--- src/rtl/i2c_rf_pkg.sv ---
package i2c_rf_pkg;

  typedef enum logic [2:0] {
    ST_IDLE,
    ST_ADDR,
    ST_ADDR_ACK,
    ST_WR_BYTE,
    ST_WR_ACK,
    ST_RD_BYTE,
    ST_RD_ACK,
    ST_RD_NEXT
  } bus_state_t;

  // Upper seven bits of an address frame compared with the own address.
  function automatic logic addr_match(input logic [7:0] frame, input logic [6:0] own);
    return frame[7:1] == own;
  endfunction

endpackage

--- src/rtl/i2c_rf_sampler.sv ---
module i2c_rf_sampler #(
  parameter int STAGES = 2
) (
  input  logic clk,
  input  logic rst_n,
  input  logic scl_i,
  input  logic sda_i,
  output logic scl_s,
  output logic sda_s,
  output logic scl_rise,
  output logic scl_fall,
  output logic start_evt,
  output logic stop_evt
);

  logic [STAGES-1:0] scl_q;
  logic [STAGES-1:0] sda_q;
  logic              scl_d;
  logic              sda_d;

  always_ff @(posedge clk or negedge rst_n) begin
    if (!rst_n) begin
      scl_q <= '1;
      sda_q <= '1;
      scl_d <= 1'b1;
      sda_d <= 1'b1;
    end else begin
      scl_q <= {scl_q[STAGES-2:0], scl_i};
      sda_q <= {sda_q[STAGES-2:0], sda_i};
      scl_d <= scl_s;
      sda_d <= sda_s;
    end
  end

  assign scl_s     = scl_q[STAGES-1];
  assign sda_s     = sda_q[STAGES-1];
  assign scl_rise  = scl_s & ~scl_d;
  assign scl_fall  = ~scl_s & scl_d;
  // SDA edges while SCL stays high frame a transaction.
  assign start_evt = scl_s & scl_d & sda_d & ~sda_s;
  assign stop_evt  = scl_s & scl_d & ~sda_d & sda_s;

endmodule

--- src/rtl/i2c_rf_ctrl.sv ---
module i2c_rf_ctrl
  import i2c_rf_pkg::*;
#(
  parameter logic [6:0] SLAVE_ADDR = 7'h48,
  parameter int         AW         = 5,
  parameter int         DW         = 8
) (
  input  logic          clk,
  input  logic          rst_n,
  input  logic          sda_s,
  input  logic          scl_rise,
  input  logic          scl_fall,
  input  logic          start_evt,
  input  logic          stop_evt,
  input  logic [DW-1:0] rd_data,
  output logic [AW-1:0] ptr,
  output logic          sda_oe,
  output logic          wr_en,
  output logic [AW-1:0] wr_addr,
  output logic [DW-1:0] wr_data,
  output logic          ptr_inc,
  output logic          bus_idle
);

  localparam int BCW = $clog2(DW);
  localparam logic [BCW-1:0] LAST_BIT = BCW'(DW - 1);

  function automatic logic [AW-1:0] ptr_step(input logic [AW-1:0] p);
    return p + AW'(1);
  endfunction

  bus_state_t      state;
  logic [BCW-1:0]  bitcnt;
  logic [DW-1:0]   rx_sh;
  logic [DW-1:0]   tx_sh;
  logic            ack_on;
  logic            rw_bit;
  logic            first_byte;

  logic            framing;
  logic [DW-1:0]   rx_next;
  logic            byte_in_done;
  logic            tx_load;
  logic            ptr_load;
  logic            wr_commit;

  assign framing      = start_evt | stop_evt;
  assign rx_next      = {rx_sh[DW-2:0], sda_s};
  assign byte_in_done = ~framing & scl_rise & (bitcnt == LAST_BIT) &
                        ((state == ST_ADDR) | (state == ST_WR_BYTE));
  assign tx_load      = ~framing & scl_fall &
                        (((state == ST_ADDR_ACK) & ack_on & rw_bit) | (state == ST_RD_NEXT));
  assign ptr_load     = ~framing & scl_fall & (state == ST_WR_ACK) & ~ack_on & first_byte;
  assign wr_commit    = ~framing & scl_fall & (state == ST_WR_ACK) & ~ack_on & ~first_byte;
  assign ptr_inc      = tx_load | wr_commit;
  assign bus_idle     = (state == ST_IDLE);

  always_ff @(posedge clk or negedge rst_n) begin
    if (!rst_n) begin
      state      <= ST_IDLE;
      bitcnt     <= '0;
      rx_sh      <= '0;
      tx_sh      <= '0;
      ack_on     <= 1'b0;
      rw_bit     <= 1'b0;
      first_byte <= 1'b0;
      ptr        <= '0;
      sda_oe     <= 1'b0;
      wr_en      <= 1'b0;
      wr_addr    <= '0;
      wr_data    <= '0;
    end else begin
      wr_en <= 1'b0;
      if (tx_load) begin
        tx_sh  <= rd_data;
        sda_oe <= ~rd_data[DW-1];
        ptr    <= ptr_step(ptr);
        bitcnt <= '0;
        ack_on <= 1'b0;
        state  <= ST_RD_BYTE;
      end else if (stop_evt) begin
        state  <= ST_IDLE;
        sda_oe <= 1'b0;
      end else if (start_evt) begin
        state      <= ST_ADDR;
        sda_oe     <= 1'b0;
        bitcnt     <= '0;
        first_byte <= 1'b1;
      end else begin
        unique case (state)
          ST_IDLE: ;
          ST_ADDR: if (scl_rise) begin
            rx_sh  <= rx_next;
            bitcnt <= bitcnt + BCW'(1);
            if (byte_in_done) begin
              if (addr_match(rx_next, SLAVE_ADDR)) begin
                state  <= ST_ADDR_ACK;
                rw_bit <= sda_s;
                ack_on <= 1'b0;
              end else begin
                state <= ST_IDLE;
              end
            end
          end
          ST_ADDR_ACK: if (scl_fall) begin
            if (!ack_on) begin
              ack_on <= 1'b1;
              sda_oe <= 1'b1;
            end else begin
              ack_on <= 1'b0;
              sda_oe <= 1'b0;
              bitcnt <= '0;
              state  <= ST_WR_BYTE;
            end
          end
          ST_WR_BYTE: if (scl_rise) begin
            rx_sh  <= rx_next;
            bitcnt <= bitcnt + BCW'(1);
            if (byte_in_done) begin
              state  <= ST_WR_ACK;
              ack_on <= 1'b0;
            end
          end
          ST_WR_ACK: if (scl_fall) begin
            if (!ack_on) begin
              ack_on <= 1'b1;
              sda_oe <= 1'b1;
              if (ptr_load) begin
                ptr        <= rx_sh[AW-1:0];
                first_byte <= 1'b0;
              end
              if (wr_commit) begin
                wr_en   <= 1'b1;
                wr_addr <= ptr;
                wr_data <= rx_sh;
                ptr     <= ptr_step(ptr);
              end
            end else begin
              ack_on <= 1'b0;
              sda_oe <= 1'b0;
              bitcnt <= '0;
              state  <= ST_WR_BYTE;
            end
          end
          ST_RD_BYTE: if (scl_fall) begin
            if (bitcnt == LAST_BIT) begin
              sda_oe <= 1'b0;
              bitcnt <= '0;
              state  <= ST_RD_ACK;
            end else begin
              bitcnt <= bitcnt + BCW'(1);
              tx_sh  <= {tx_sh[DW-2:0], 1'b0};
              sda_oe <= ~tx_sh[DW-2];
            end
          end
          ST_RD_ACK: if (scl_rise) begin
            state <= sda_s ? ST_IDLE : ST_RD_NEXT;
          end
          ST_RD_NEXT: ;
          default: state <= ST_IDLE;
        endcase
      end
    end
  end

endmodule

--- src/rtl/i2c_regfile_slave.sv ---
module i2c_regfile_slave #(
  parameter logic [6:0] SLAVE_ADDR  = 7'h48,
  parameter int         AW          = 5,
  parameter int         DW          = 8,
  parameter int         SYNC_STAGES = 2
) (
  input  logic          clk,
  input  logic          rst_n,
  input  logic          scl_i,
  input  logic          sda_i,
  output logic          sda_oe,
  output logic [AW-1:0] reg_raddr,
  input  logic [DW-1:0] reg_rdata,
  output logic          reg_we,
  output logic [AW-1:0] reg_waddr,
  output logic [DW-1:0] reg_wdata
);

  logic scl_s;
  logic sda_s;
  logic scl_rise;
  logic scl_fall;
  logic start_evt;
  logic stop_evt;
  logic ptr_inc;
  logic bus_idle;

  i2c_rf_sampler #(.STAGES(SYNC_STAGES)) u_sampler (
    .clk       (clk),
    .rst_n     (rst_n),
    .scl_i     (scl_i),
    .sda_i     (sda_i),
    .scl_s     (scl_s),
    .sda_s     (sda_s),
    .scl_rise  (scl_rise),
    .scl_fall  (scl_fall),
    .start_evt (start_evt),
    .stop_evt  (stop_evt)
  );

  i2c_rf_ctrl #(.SLAVE_ADDR(SLAVE_ADDR), .AW(AW), .DW(DW)) u_ctrl (
    .clk       (clk),
    .rst_n     (rst_n),
    .sda_s     (sda_s),
    .scl_rise  (scl_rise),
    .scl_fall  (scl_fall),
    .start_evt (start_evt),
    .stop_evt  (stop_evt),
    .rd_data   (reg_rdata),
    .ptr       (reg_raddr),
    .sda_oe    (sda_oe),
    .wr_en     (reg_we),
    .wr_addr   (reg_waddr),
    .wr_data   (reg_wdata),
    .ptr_inc   (ptr_inc),
    .bus_idle  (bus_idle)
  );

endmodule

--- config.mk ---
export PLATFORM = sky130hd
export DESIGN_NAME = i2c_regfile_slave
export DESIGN_NICKNAME = d
export VERILOG_FILES = /design/src/rtl/i2c_rf_pkg.sv /design/src/rtl/i2c_rf_sampler.sv /design/src/rtl/i2c_rf_ctrl.sv /design/src/rtl/i2c_regfile_slave.sv
export SDC_FILE = /design/constraint.sdc
export NUM_CORES = 1
export LEC_CHECK = 0
export BUFFER_PORTS_ARGS = -buffer_cell sky130_fd_sc_hd__buf_2
export CORE_AREA = 3 3 98 100
export CTS_CLUSTER_DIAMETER = 200
export DETAILED_ROUTE_END_ITERATION = 10
export DIE_AREA = 0 0 101 103
export HOLD_SLACK_MARGIN = 0.05
export PLACE_DENSITY = 0.58
export SLEW_MARGIN = 20
export SYNTH_ARGS = -nofsm -noshare
export SYNTH_HDL_FRONTEND = slang
export SYNTH_HIERARCHICAL = 1
export SYNTH_SLANG_ARGS = --single-unit
--- constraint.sdc ---
create_clock -name clk -period 4.4 [get_ports clk]
set_clock_uncertainty 0.15 [all_clocks]
set_input_delay 0 -clock clk [delete_from_list [all_inputs] [get_ports clk]]
set_output_delay 0 -clock clk [all_outputs]
set_load 0.03 [all_outputs]
After elaboration in Yosys (flattened, before gate mapping). Cells that the tools add are included.

Bits in registers: 50. Input port bits: 12. Output and inout bits: 20. Word-level logic and storage cells: 174.

Add/subtract/negate cells: 2. Equality and inequality tests: 33. Muxes and demuxes: 67. Bitwise gates (word level): 33. Reduce and logical (&&, ||, !) cells: 23.

Operator list (number): two-way mux 3 bit (21); inequality test 5 x 1 -> 1 bit, second input constant (9); two-way mux 7 bit (6); two-way mux 5 bit (8); two-way mux 1 bit (27); AND 1 bit (18); AND reduction 6 bit (3); inequality test 4 x 1 -> 1 bit, second input constant (4); == test 3 bit, second input constant (5); inequality test 3 x 1 -> 1 bit, second input constant (5); one-hot mux 3 bit (5 select lines) (1); AND reduction 7 bit (2); inverter 1 bit (12); nonzero test 2 bit (6); AND reduction 10 bit (1); AND reduction 5 bit (2); nonzero test 5 bit (2); one-hot mux 3 bit (3 select lines) (1); AND reduction 9 bit (1); nonzero test 8 bit (1); == test 7 bit, second input constant (1); == test 3 x 2 -> 1 bit, second input constant (2); inequality test 2 bit, second input constant (3); adder 5 x 1 -> 5 bit, second input constant (1); 12 further kinds (16).

Longest topological paths before layout.
Word-level depth: 17. Gate-level depth with buffers: 8. Mapped depth without buffers: 7.

By module. Netlist, hierarchy kept.

By module, submodules not included: i2c_rf_ctrl (times used 1, cells each 222, area each 2451.1 um2, seq. area each 1101.1 um2); i2c_rf_sampler (times used 1, cells each 10, area each 190.2 um2, seq. area each 157.7 um2).

Worst setup path before layout. Ideal clock, no wire load.

Kind: reg2reg. From: reg u_sampler.sda_q[1]. To: reg u_ctrl.wr_addr[0]. Setup time: 0.125 ns. Data arrival time: 2.152 ns. Required time: 4.125 ns. Setup slack: 1.972 ns. Cell stages (with the launch flop): 8. Period minus slack after synthesis: 2.428 ns. Cells stage by stage: dfstp_2 -> and4b_1 -> buf_6 -> or3b_4 -> buf_6 -> nor3_4 -> buf_12 -> mux2_4.

Cells in the longest elaborated chain, start to end: 9.

RTL lines: start, declared (line i2c_rf_sampler.sv:17) `logic [STAGES-1:0] sda_q;`; start signal, assigned (line i2c_rf_sampler.sv:29) `sda_q <= {sda_q[STAGES-2:0], sda_i};`; inverter 1 bit (*) (line i2c_rf_sampler.sv:40) `assign start_evt = scl_s & scl_d & sda_d & ~sda_s;`; AND 1 bit (*) (line i2c_rf_sampler.sv:40); net start_evt (line i2c_regfile_slave.sv:23) `logic start_evt;`; bitwise OR 1 bit (line i2c_rf_ctrl.sv:47) `assign framing = start_evt | stop_evt;`; inverter 1 bit (line i2c_rf_ctrl.sv:51, i2c_rf_ctrl.sv:54); AND 1 bit (line i2c_rf_ctrl.sv:51, i2c_rf_ctrl.sv:54); AND 1 bit (3 in a row) (line i2c_rf_ctrl.sv:54) `assign wr_commit = ~framing & scl_fall & (state == ST_WR_ACK) & ~ack_on & ~first_byte;`; AND reduction 7 bit (no source line) (*); end signal, assigned (line i2c_rf_ctrl.sv:134) `wr_addr <= ptr;`; end, declared (line i2c_rf_ctrl.sv:19) `output logic [AW-1:0] wr_addr,`.

Mark *: on every way through the listed nets, which the timed path passes. The rest lies on a longest branch. A chain may end at the register's enable or synchronous reset.

Worst setup path in the final report.
From: reg u_sampler.scl_d. To: reg u_ctrl.wr_data[4].

RTL lines: start, declared (line i2c_rf_sampler.sv:18) `logic scl_d;`; start signal, assigned (line i2c_rf_sampler.sv:30) `scl_d <= scl_s;`; AND 1 bit (*) (line i2c_rf_sampler.sv:38) `assign scl_fall = ~scl_s & scl_d;`; net scl_fall (line i2c_regfile_slave.sv:22) `logic scl_fall;`; AND 1 bit (line i2c_rf_ctrl.sv:51, i2c_rf_ctrl.sv:54); AND 1 bit (3 in a row) (line i2c_rf_ctrl.sv:54); AND reduction 7 bit (no source line) (*); end signal, assigned (line i2c_rf_ctrl.sv:135) `wr_data <= rx_sh;`; end, declared (line i2c_rf_ctrl.sv:20) `output logic [DW-1:0] wr_data,`.

Marks and branches as above.

==> summary.txt <==
Status
  – Outcome: finished, final reports clean

CTS
  – CTS buffer count: 5
  – Worst skew pair latency: 0.30 ns
  – CTS sink cnt: 50
  – CTS tree: done
  – CTS H-tree depth: 2
  – Clock Pin Slew Worst Setup and Hold Paths: 0.09 ns
  – Maximum root-to-sink buffer count: 2
  – # resized after CTS: 0
  – Root buffer cell: clkbuf_8
  – # Post-CTS Setup Buffers: 0

Routing
  – Residual DRC: 0
  – Post-DRT Antenna Nets: 0
  – Drt initial violations: 161
  – Routed vias: 1,939
  – Routed vias/inst: 5.14
  – Detailed Routing Iterations Pass 1: 4
  – Routed length per instance: 14.5 um
  – Post-Route WL: 5460 um

Finish
  – Diodes inserted: 0
  – Fill count: 877
  – Final net count: 283
  – P&R area growth vs syn: 16.0%
  – Layout cells sized above 1: 30.1%

Power
  – Flop pwr share: 46.7%
  – Max rail drop VDD: 0.165 mV
  – Clock share of power: 19.9%
  – Net switching power: 663 uW
  – Leakage power: 0.00139 uW
  – Pwr dens: 545 nW/um^2
  – Total internal power: 1000 uW
  – Total power: 1670 uW
  – Switch share: 39.8%
  – Logic pwr share: 33.4%

Synthesis
  – Synth warn: 6
  – Mapped Nets: 246
  – Avg Cell Area, Syn: 11.4 sq um
  – Synthesized cell area: 2640 sq um
  – Cells after synthesis: 231

Floorplan
  – Core area: 8760 sq um
  – Ports: 32
  – Full die area: 10,400 sq um
  – Row count: 34
  – Initial core utilization: 30.1%
  – Die W: 101 um
  – Die H: 103 um

Global route
  – Number of antenna violations at the first check in global routing: 0
  – Largest net degree at the start of global routing: 51
  – First-pass GRT wire length: 9120 um
  – All-layer global routing usage: 10.8%
  – Vias in the first global route: 1,854
  – Gr ovfl total: 0

Hold path
  – Min-Delay Path Class: primary input to asynchronous set/reset pin

Worst setup path
  – Setup crit end: u_ctrl/wr_data[4]
  – Crit start category: flip-flop
  – Setup crit end kind: flip-flop
  – Worst EP required: 4.44 ns
  – Kind of critical path: flip-flop to flip-flop
  – Worst R2R Setup Slack: 1.38 ns
  – Reg2reg end: u_ctrl/wr_data[4]
  – Critical Path Start: u_sampler/scl_d
  – Reg-to-reg critical path startpoint: u_sampler/scl_d
  – Max FO, Critical Path: 14
  – R2R depth: 4
  – Arr. time, crit path: 3.06 ns

Timing
  – Crit share post-route: 68.7%
  – Final slew viol count: 0
  – Min Tclk post-route: 3.02 ns
  – Rel. slew slack: 45.2%
  – Hold_ws: 0.169 ns
  – Max Fclk: 0.331 GHz
  – Setup violators final: 0
  – Setup TNS: 0 ns
  – Least-Margin Pin Slew: 0.820 ns
  – Unrepaired setup endpoints after global routing: false
  – Final Hold Viols: 0

Placement
  – Port Buf Inserts: 31
  – Post-DP HPWL: 3730 um
  – Routability-driven placement congestion ratio: 0.825

Job
  – Max Cap Violations: 0
[worst max-delay path, cell delays in order (launching register included)]
cell and delay (ns):
dfstp_2 0.55, nor2b_1 0.54, or3b_4 0.55, nor3_4 0.70, mux2_2 0.41
[power groups by stage]
stage	Sequential, uW	Combinational (uW)	Clock, uW
2_1_floorplan	730	455	0
3_5_place_dp	783	548	0
4_1_cts	775	557	341
6_report	778	556	331
3_3_place_gp	780	543	0
5_1_grt	804	627	359
[stage by stage]
step | cells | setup slack [ns] | utilization [%] | instance area, sq um
6_report | 377 | 1.38 | 34.9 | 3060
3_5_place_dp | 358 | 1.40 | 32.4 | 2840
4_1_cts | 377 | 1.38 | 34.9 | 3060
2_1_floorplan | 231 | 1.97 | - | 2640
3_3_place_gp | 358 | 1.45 | 32.4 | 2840
5_1_grt | 377 | 1.14 | 34.9 | 3060
[cell type report]
cell class	instances	area, sq um	share of cell area (%)
sequential	50	1260	41.2
multi-input combinational	155	1230	40.2
timing repair buffer	43	273	8.92
tap	108	135	4.42
clock buffer	5	68.8	2.25
inverter	13	48.8	1.60
clock inverter	3	43.8	1.43
[how the worst min path moves through the flow]
stage	startpoint	end	slack, ns	cells past startpoint
after floorplan	rst_n	u_ctrl/ack_on	-0.45	0
after global placement	sda_i	u_sampler/sda_q[0]	-0.04	1
after detailed placement	sda_i	u_sampler/sda_q[0]	-0.04	1
after CTS	sda_i	u_sampler/sda_q[0]	0.17	2
after global routing	sda_i	u_sampler/sda_q[0]	0.18	2
final	rst_n	u_ctrl/tx_sh[5]	0.17	3
[flip-flops by register name, indices dropped and copies added (netlist names)]
name	count
u_sampler/scl_d	1
u_ctrl/wr_addr	5
u_ctrl/ack_on	1
u_sampler/sda_q	2
u_ctrl/wr_data	8
u_ctrl/state	3
u_ctrl/sda_oe	1
u_sampler/sda_d	1
u_ctrl/tx_sh	7
u_ctrl/first_byte	1
u_ctrl/rw_bit	1
u_ctrl/wr_en	1
u_sampler/scl_q	2
u_ctrl/ptr	5
u_ctrl/rx_sh	8
u_ctrl/bitcnt	3
[timing repair]
action | CTS | global route
endpoints found under the setup margin | 0 | 0
hold buffers | 11 | 0
hold endpoints to repair | 54 | 0
[routing by layer]
metal	GRT usage, %	wire length, um	up-vias
met1	16.3	2850	951
met3	2.50	211	4
met2	15.5	2360	46
met5	0	0	-
met4	2.56	36	0
li1	-	-	938
[layout by cell type (no fill, tap or decap), types with 2 or more instances in the layout]
master / instances
nand4_1: 3
nor2b_1: 6
nor2_1: 8
nand3_1: 3
o2bb2ai_1: 2
o21ai_1: 2
a21oi_1: 12
mux2_2: 13
o2111ai_1: 2
and3_1: 3
dfrtp_1: 44
dfstp_2: 6
o311ai_0: 2
inv_1: 13
a21o_1: 2
nand2_1: 13
and4b_1: 2
nand4bb_1: 2
o21ai_0: 8
ha_1: 3
nor3_1: 4
mux2_4: 9
a222oi_1: 6
a31oi_1: 5
buf_2: 31
dlygate4sd3_1: 11
clkbuf_8: 5
nand3b_1: 3
mux2i_1: 4
a211oi_1: 3
nand2b_1: 6
a2bb2oi_1: 2
(Power assumes the default switching activity.)
